$ cat config.mk
export PLATFORM = sky130hd
export DESIGN_NAME = rs_fx_evaluator
export DESIGN_NICKNAME = d
export VERILOG_FILES = /design/src/rtl/rs_fx_pkg.sv /design/src/rtl/rs_fx_omega.sv /design/src/rtl/rs_fx_eval.sv /design/src/rtl/rs_fx_lane.sv /design/src/rtl/rs_fx_evaluator.sv
export SDC_FILE = /design/constraint.sdc
export NUM_CORES = 1
export LEC_CHECK = 0
export BUFFER_PORTS_ARGS = -buffer_cell sky130_fd_sc_hd__buf_2
export CAP_MARGIN = 40
export CORE_MARGIN = 2
export CORE_UTILIZATION = 41
export DETAILED_ROUTE_END_ITERATION = 8
export SYNTH_ARGS = -nofsm -noshare
export SYNTH_HDL_FRONTEND = slang
export SYNTH_SLANG_ARGS = --single-unit
$ cat constraint.sdc
create_clock -name vclk -period 26.2
set_input_delay 5.24 -clock vclk [all_inputs]
set_output_delay 5.24 -clock vclk [all_outputs]
set_load 0.01 [all_outputs]
$ cat src/rtl/rs_fx_pkg.sv
// Field arithmetic shared by the evaluator. Elements are carried in 8 bits
// and the field size m selects the reduction polynomial; assumes m is 4 or 8.
package rs_fx_pkg;

    // Product of two field elements by shift-and-add with reduction.
    function automatic logic [7:0] gf_mul(input logic [7:0] a, input logic [7:0] b, input int m);
        logic [7:0] acc, sh, msk, poly;
        logic       hi;
        msk  = (m == 4) ? 8'h0F : 8'hFF;
        poly = (m == 4) ? 8'h03 : 8'h1D;
        acc  = 8'h00;
        sh   = a & msk;
        for (int i = 0; i < 8; i++) begin
            if (i < m && b[i]) acc = acc ^ sh;
            hi = (m == 4) ? sh[3] : sh[7];
            sh = (sh << 1) & msk;
            if (hi) sh = sh ^ poly;
        end
        return acc;
    endfunction

    // Inverse as a^(2^m - 2) by repeated squaring; zero maps to zero.
    function automatic logic [7:0] gf_inv(input logic [7:0] a, input int m);
        logic [7:0] p, r;
        p = a;
        r = 8'h01;
        for (int i = 1; i < 8; i++) begin
            p = gf_mul(p, p, m);
            if (i < m) r = gf_mul(r, p, m);
        end
        return (a == 8'h00) ? 8'h00 : r;
    endfunction

endpackage

$ cat src/rtl/rs_fx_omega.sv
// Evaluator polynomial coefficients: omega = S(x)*Lambda(x) mod x^(2T).
// Assumes lambda0 = 1 and coefficients lambda1..lambdaT on lambda_c.
module rs_fx_omega
    import rs_fx_pkg::*;
#(
    parameter int M = 4,
    parameter int T = 4
) (
    input  logic [T-1:0][M-1:0]   lambda_c,
    input  logic [2*T-1:0][M-1:0] synd,
    output logic [2*T-1:0][M-1:0] omega
);
    localparam int NS = 2 * T;

    // Convolution truncated to the low 2T coefficients.
    always_comb begin
        for (int k = 0; k < NS; k++) begin
            omega[k] = synd[k];
            for (int j = 1; j <= T; j++) begin
                if (j <= k)
                    omega[k] = omega[k] ^ M'(gf_mul(8'(lambda_c[j-1]), 8'(synd[k-j]), M));
            end
        end
    end
endmodule

$ cat src/rtl/rs_fx_eval.sv
// Horner evaluation of a polynomial with N coefficients at one point.
// With ODD_ONLY set, only coefficients at even array index are kept, which
// for an array holding lambda1..lambdaN yields the formal derivative.
module rs_fx_eval
    import rs_fx_pkg::*;
#(
    parameter int M        = 4,
    parameter int N        = 8,
    parameter bit ODD_ONLY = 1'b0
) (
    input  logic [N-1:0][M-1:0] coef,
    input  logic [M-1:0]        pt,
    output logic [M-1:0]        value
);
    // Highest coefficient first, one multiply-add per term.
    always_comb begin
        value = '0;
        for (int k = N - 1; k >= 0; k--) begin
            value = M'(gf_mul(8'(value), 8'(pt), M));
            if (!ODD_ONLY || (k % 2 == 0)) value = value ^ coef[k];
        end
    end
endmodule

$ cat src/rtl/rs_fx_lane.sv
// One error lane: inverts its locator number, evaluates omega and the
// derivative there, and divides. Assumes omega is already truncated.
module rs_fx_lane
    import rs_fx_pkg::*;
#(
    parameter int M = 4,
    parameter int T = 4
) (
    input  logic [M-1:0]          loc,
    input  logic                  valid,
    input  logic [2*T-1:0][M-1:0] omega,
    input  logic [T-1:0][M-1:0]   lambda_c,
    output logic [M-1:0]          value,
    output logic [M-1:0]          inv_loc,
    output logic [M-1:0]          num,
    output logic [M-1:0]          den
);
    logic [M-1:0] den_inv;

    // Evaluation point is the inverse of the locator number.
    always_comb inv_loc = M'(gf_inv(8'(loc), M));

    rs_fx_eval #(.M(M), .N(2*T), .ODD_ONLY(1'b0)) u_num (
        .coef(omega), .pt(inv_loc), .value(num)
    );

    rs_fx_eval #(.M(M), .N(T), .ODD_ONLY(1'b1)) u_den (
        .coef(lambda_c), .pt(inv_loc), .value(den)
    );

    // Quotient, gated by the lane's valid flag.
    always_comb begin
        den_inv = M'(gf_inv(8'(den), M));
        value   = valid ? M'(gf_mul(8'(num), 8'(den_inv), M)) : '0;
    end
endmodule

$ cat src/rtl/rs_fx_evaluator.sv
// Combinational Reed-Solomon error value unit over GF(2^M), M in {4, 8}.
// Builds omega once and evaluates T lanes in parallel; no clock or reset.
module rs_fx_evaluator
    import rs_fx_pkg::*;
#(
    parameter int M = 4,
    parameter int T = 4
) (
    input  logic [T-1:0][M-1:0]   loc_num,
    input  logic [T-1:0]          loc_valid,
    input  logic [T-1:0][M-1:0]   lambda_c,
    input  logic [2*T-1:0][M-1:0] synd,
    output logic [T-1:0][M-1:0]   err_val
);
    logic [2*T-1:0][M-1:0] omega;
    logic [T-1:0][M-1:0]   lane_inv;
    logic [T-1:0][M-1:0]   lane_num;
    logic [T-1:0][M-1:0]   lane_den;

    rs_fx_omega #(.M(M), .T(T)) u_omega (
        .lambda_c(lambda_c), .synd(synd), .omega(omega)
    );

    for (genvar g = 0; g < T; g++) begin : g_lane
        rs_fx_lane #(.M(M), .T(T)) u_lane (
            .loc(loc_num[g]), .valid(loc_valid[g]), .omega(omega),
            .lambda_c(lambda_c), .value(err_val[g]), .inv_loc(lane_inv[g]),
            .num(lane_num[g]), .den(lane_den[g])
        );
    end
endmodule

==> impl_metrics.csv, run 1 <==
group,metric,value,unit
detailed_routing,drc,0,
flow_run,maxCapViolCount,0,
placed_design,hpwl,61.7,mm
clock_network,hold_buffers,0,
logic_synthesis,avgSynthCellArea,6.83,um^2
status,outcome,"completed",
detailed_routing,wl_per_cell,18.4,um
timing,finalHoldViolations,0,
final_layout,drive_gt1_share,10.8,%
timing,finalCriticalPeriod,23.01,ns
critical_path,arrival,17.77,ns
critical_path,startpoint_type,"primary input",
timing,setup_viol,0,
logic_synthesis,seq_area_frac_synth,0,%
logic_synthesis,synth_cells,3994,
detailed_routing,ant_nets,0,
grt,antenna_found_initial,0,
detailed_routing,initialDrtViolationCount,3038,
grt,grt_max_degree,44,
critical_path,critical_path.max_stage_delay,0.85,ns
critical_path,path_delay_family,"XOR/XNOR gates",
grt,grt_pass1_vias,25737,
final_layout,final_nets,3980,
detailed_routing,via_count,27804,
logic_synthesis,synthSimpleGateAreaFrac,25.9,%
final_layout,flops_and_latches,0,
logic_synthesis,synth_area_leaders,"xnor2_1 19%, nand2_1 9.5%, xnor3_1 7.3%, xor2_1 6.9%, nor2_1 6.1%",
timing,worst_slew_pin_slew,0.930,ns
floorplan,dieWidth,262,um
floorplan,initial_core_util,41.4,%
logic_synthesis,synth_compound_area_share,23.7,%
logic_synthesis,synth_top_cell_by_area,"xnor2_1",
final_layout,multiInputGateArea,25700,um^2
floorplan,die_y,262,um
grt,grt_pass1_wl,141,mm
placed_design,post-place-ws,3.38,ns
logic_synthesis,yosys.area.top_type_share,18.6,%
final_layout,synthToLayoutAreaGrowth,3.53,%
logic_synthesis,synth.area.mux_share,3.61,%
final_layout,seq_area,0,um^2
logic_synthesis,synth_top_family_by_area,"XOR/XNOR gates",
grt,grt-ovfl-total,0,
critical_path,cp-end-kind,"output pin",
critical_path,cpMaxStageDelayCell,"xor3_1",
logic_synthesis,synthDistinctLibCells,129,
critical_path,cp.buffers_inverters,5,
final_layout,diodes,0,
logic_synthesis,synthTopCellsByCount,"687 x nand2_1, 578 x xnor2_1, 446 x nor2_1",
logic_synthesis,yosys.area_share.xor_xnor,39.3,%
placed_design,port_buffers,84,
timing,rsz0062_at_grt,"false",
logic_synthesis,yosys.cell_count.top_type,"nand2_1",
placed_design,place.gp.congestion,0.917,
critical_path,path_class,"in2out",
timing,fin_crit_sh,87.8,%
floorplan,die-area,68600,um^2
grt,grt_usage,24.9,%
logic_synthesis,ys_warn_count,0,
timing,fmax,43.5,MHz
logic_synthesis,syn_nets,4093,
critical_path,cp_common_cell,"xnor3_1",
timing,final_max_slew_viol_count,0,
logic_synthesis,synthAdderAreaFrac,1.53,%
clock_network,post_cts_buffers,0,
timing,worst_hold_slack,10.80,ns
detailed_routing,totalWireLength,87.4,mm
detailed_routing,via_per_inst,5.86,
floorplan,core-area,65900,um^2
critical_path,crit_required,20.96,ns
critical_path,crit_fanout,31,
floorplan,rows,94,
detailed_routing,dr.pass1.iters,5,
timing,slew_headroom,38.0,%
final_layout,clock_buffer_count,0,
clock_network,ctsResizeCount,0,
final_layout,fin_util,42.9,%
min_path,worstHoldPathType,"in2out",
logic_synthesis,syn_area,27300,um^2
final_layout,n_fill_cell,6905,
timing,setup_tns,0,ns
timing,finalWorstSetupSlack,3.19,ns
floorplan,io_pins,84,
metal layers:
metal | part of all wire (%) | vias to the layer above | GRT usage, %
met1 | 46 | 12995 | 34.7
met3 | 5.9 | 137 | 0.878
met2 | 46 | 1027 | 42.8
li1 | - | 13645 | -
met4 | 2.0 | 0 | 5.01
met5 | 0 | - | 0
cells by family (layout without fill, tap and decap cells):
kind of cell / after synthesis / in the layout
adder cells (fa/ha/maj): 34 / 34
buffers and inverters: 369 / 254
AND/OR/NAND/NOR: 1592 / 1592
XOR/XNOR: 975 / 975
multiplexers: 91 / 91
AO/OA/AOI/OAI: 933 / 933
stage by stage:
| step | cell area [um^2] | instances |
|---|---|---|
| after global routing | 28200 | 4743 |
| after detailed placement | 28200 | 4743 |
| after CTS | 28200 | 4743 |
| after global placement | 28200 | 4738 |
| final | 28200 | 4743 |
| after floorplan | 27300 | 3994 |
area by class of cell:
cell class / count / share of cell area [%]
Tap cell: 864 / 3.83
Inverter: 75 / 0.997
Multi-Input combinational cell: 3625 / 91.1
Timing Repair Buffer: 179 / 4.04
cells in the final DEF, fill, tap and decap left out, drive strengths merged, types with 50 or more instances in the layout:
cell type | synthesis | final
nand2 | 691 | 691
xnor2 | 622 | 622
nor2 | 460 | 460
xor2 | 238 | 238
a21oi | 221 | 221
o21ai | 184 | 184
buf | 130 | 179
nor3 | 104 | 104
xnor3 | 99 | 99
nand3 | 91 | 91
a211oi | 69 | 69
inv | 69 | 69
mux2i | 67 | 67
o22ai | 64 | 64
and2 | 50 | 50
worst paths after layout:
check	start	to	slack, ns	depth (start not counted)
min	loc_valid[1]	err_val[7]	10.80	3
max	loc_num[7]	err_val[5]	3.19	43
tightest hold or removal path, cell delays in order:
cell and delay (ns):
buf_2 0.09, and2_1 0.11, buf_2 0.12
Power of run 1 is left out: the tool's default activity adds up to more than one toggle a clock period on the data nets, which glitch-free logic cannot reach.
==> inputs of run 2 (changes only) <==
--- a/config.mk
+++ b/config.mk
@@ -5,6 +5,7 @@
 export SDC_FILE = /design/constraint.sdc
 export NUM_CORES = 1
 export LEC_CHECK = 0
+export ABC_AREA = 1
 export BUFFER_PORTS_ARGS = -buffer_cell sky130_fd_sc_hd__buf_2
 export CAP_MARGIN = 40
 export CORE_MARGIN = 2
==> run 2 against run 1 <==
Count of clock-buffer cells in the layout is the same. Sequential share of layout area unchanged. Worst hold slack improved by 0.020 ns. Utilization up 0.24 points. Wire length is 0.58% lower. Highest routed layer unchanged.
==> impl_metrics.csv, run 2 <==
group,metric,value,unit
detailed_routing,ant_nets,0,
detailed_routing,totalWireLength,86.9,mm
critical_path,cp_common_cell,"nand2_1",
logic_synthesis,seq_area_frac_synth,0,%
logic_synthesis,synth_top_cell_by_area,"nand2_1",
critical_path,crit_required,20.96,ns
min_path,min-delay-start,"loc_valid[0]",
timing,worst_slew_pin_slew,0.895,ns
timing,setup_viol,0,
logic_synthesis,yosys.cell_count.top_type,"nand2_1",
final_layout,multiInputGateArea,24700,um^2
detailed_routing,dr.pass1.iters,6,
logic_synthesis,synth_cells,5624,
grt,grt_pass1_vias,29478,
timing,fin_crit_sh,78.1,%
final_layout,drive_gt1_share,11.3,%
logic_synthesis,ys_warn_count,0,
grt,grt_usage,24.2,%
placed_design,place.gp.congestion,0.929,
floorplan,dieWidth,265,um
final_layout,synthToLayoutAreaGrowth,3.71,%
floorplan,initial_core_util,41.6,%
logic_synthesis,synthTopCellsByCount,"2,219 x nand2_1, 822 x nand3_1, 557 x inv_1",
critical_path,cp-end-kind,"output pin",
critical_path,cpMaxStageDelayCell,"inv_2",
clock_network,post_cts_buffers,0,
critical_path,cp.buffers_inverters,11,
placed_design,port_buffers,84,
detailed_routing,wl_per_cell,13.4,um
floorplan,die-area,70500,um^2
detailed_routing,via_per_inst,5.12,
floorplan,io_pins,84,
final_layout,diodes,0,
final_layout,final_nets,5693,
timing,slew_headroom,39.9,%
final_layout,n_fill_cell,7547,
final_layout,layout_commonest_cell,"nand2_1",
critical_path,critical_path.max_stage_delay,0.73,ns
clock_network,hold_buffers,0,
logic_synthesis,synth_area_leaders,"nand2_1 30%, nand3_1 15%, xor2_1 9.3%, xnor2_1 8.8%, inv_1 7.5%",
timing,setup_tns,0,ns
floorplan,die_y,265,um
flow_run,maxCapViolCount,0,
critical_path,cp-startpoint,"loc_num[2]",
detailed_routing,initialDrtViolationCount,2436,
final_layout,final_cell_mix,"2,219 x nand2_1, 822 x nand3_1, 557 x inv_1",
floorplan,core-area,67400,um^2
timing,finalHoldViolations,0,
final_layout,seq_area,0,um^2
grt,grt_max_degree,53,
critical_path,crit_fanout,46,
critical_path,path_class,"in2out",
logic_synthesis,syn_area,28000,um^2
timing,finalCriticalPeriod,20.46,ns
detailed_routing,via_count,33126,
status,outcome,"completed",
clock_network,ctsResizeCount,0,
critical_path,startpoint_type,"primary input",
final_layout,clock_buffer_count,0,
detailed_routing,drc,0,
timing,rsz0062_at_grt,"false",
floorplan,rows,95,
logic_synthesis,avgSynthCellArea,4.98,um^2
critical_path,arrival,15.22,ns
final_layout,flops_and_latches,0,
grt,grt-ovfl-total,0,
logic_synthesis,yosys.area.top_type_share,29.7,%
timing,fmax,48.9,MHz
min_path,worstHoldPathType,"in2out",
timing,worst_hold_slack,10.82,ns
timing,final_max_slew_viol_count,0,
grt,grt_pass1_wl,145,mm
placed_design,hpwl,68.0,mm
critical_path,path_delay_family,"simple AND/OR/NAND/NOR gates",
grt,antenna_found_initial,0,
logic_synthesis,syn_nets,5723,
logic_synthesis,synthDistinctLibCells,51,
-- run 2: cell types whose count changed after synthesis, moves of 92 or more --
| cell | change |
|---|---|
| nor3_1 | -96 |
| o21ai_0 | -109 |
| inv_1 | +498 |
| nand2_1 | +1532 |
| xnor2_1 | -296 |
| clkbuf_1 | -118 |
| nand2_2 | +191 |
| nand4_1 | +92 |
| a21oi_1 | -159 |
| nand3_1 | +733 |
-- run 2: kinds of logic after synthesis --
group | count (synthesis) | share of synthesized area, %
XOR/XNOR | 617 | 20.4
adder cells (fa/ha/maj) | 31 | 1.38
AO/OA/AOI/OAI | 145 | 2.94
AND/OR/NAND/NOR | 3998 | 63.2
buffers and inverters | 833 | 12.1
-- run 2: path summary, 6_finish.rpt --
path                endpoint  slack, ns  cells after the start
setup / recovery  err_val[3]       5.74                     61
hold / removal    err_val[2]      10.82                      4
-- run 2: per-stage QoR --
stage / worst slack [ns] / area [um^2] / std cells / utilization [%]
after global routing: 4.69 / 29100 / 6465 / 43.1
after detailed placement: 5.81 / 29100 / 6465 / 43.1
after CTS: 5.78 / 29100 / 6465 / 43.1
final: 5.74 / 29100 / 6465 / 43.1
after global placement: 6.01 / 29100 / 6465 / 43.1
after floorplan: 7.70 / 28000 / 5624 / -
-- run 2: cell type report --
class                      instances  area share (%)
inverter                         663            8.58
tap                              873            3.76
multi-input combinational       4791            84.8
timing repair buffer             138            2.84
-- run 2: per-layer routing --
metal	global-route usage [%]	vias to the layer above	share of wire [%]
li1	-	17397	-
met1	33.2	14824	47
met2	42.8	826	46
met3	0.583	79	5.3
met4	3.60	0	1.4
met5	0	-	0
Power of run 2 is left out for the same reason.
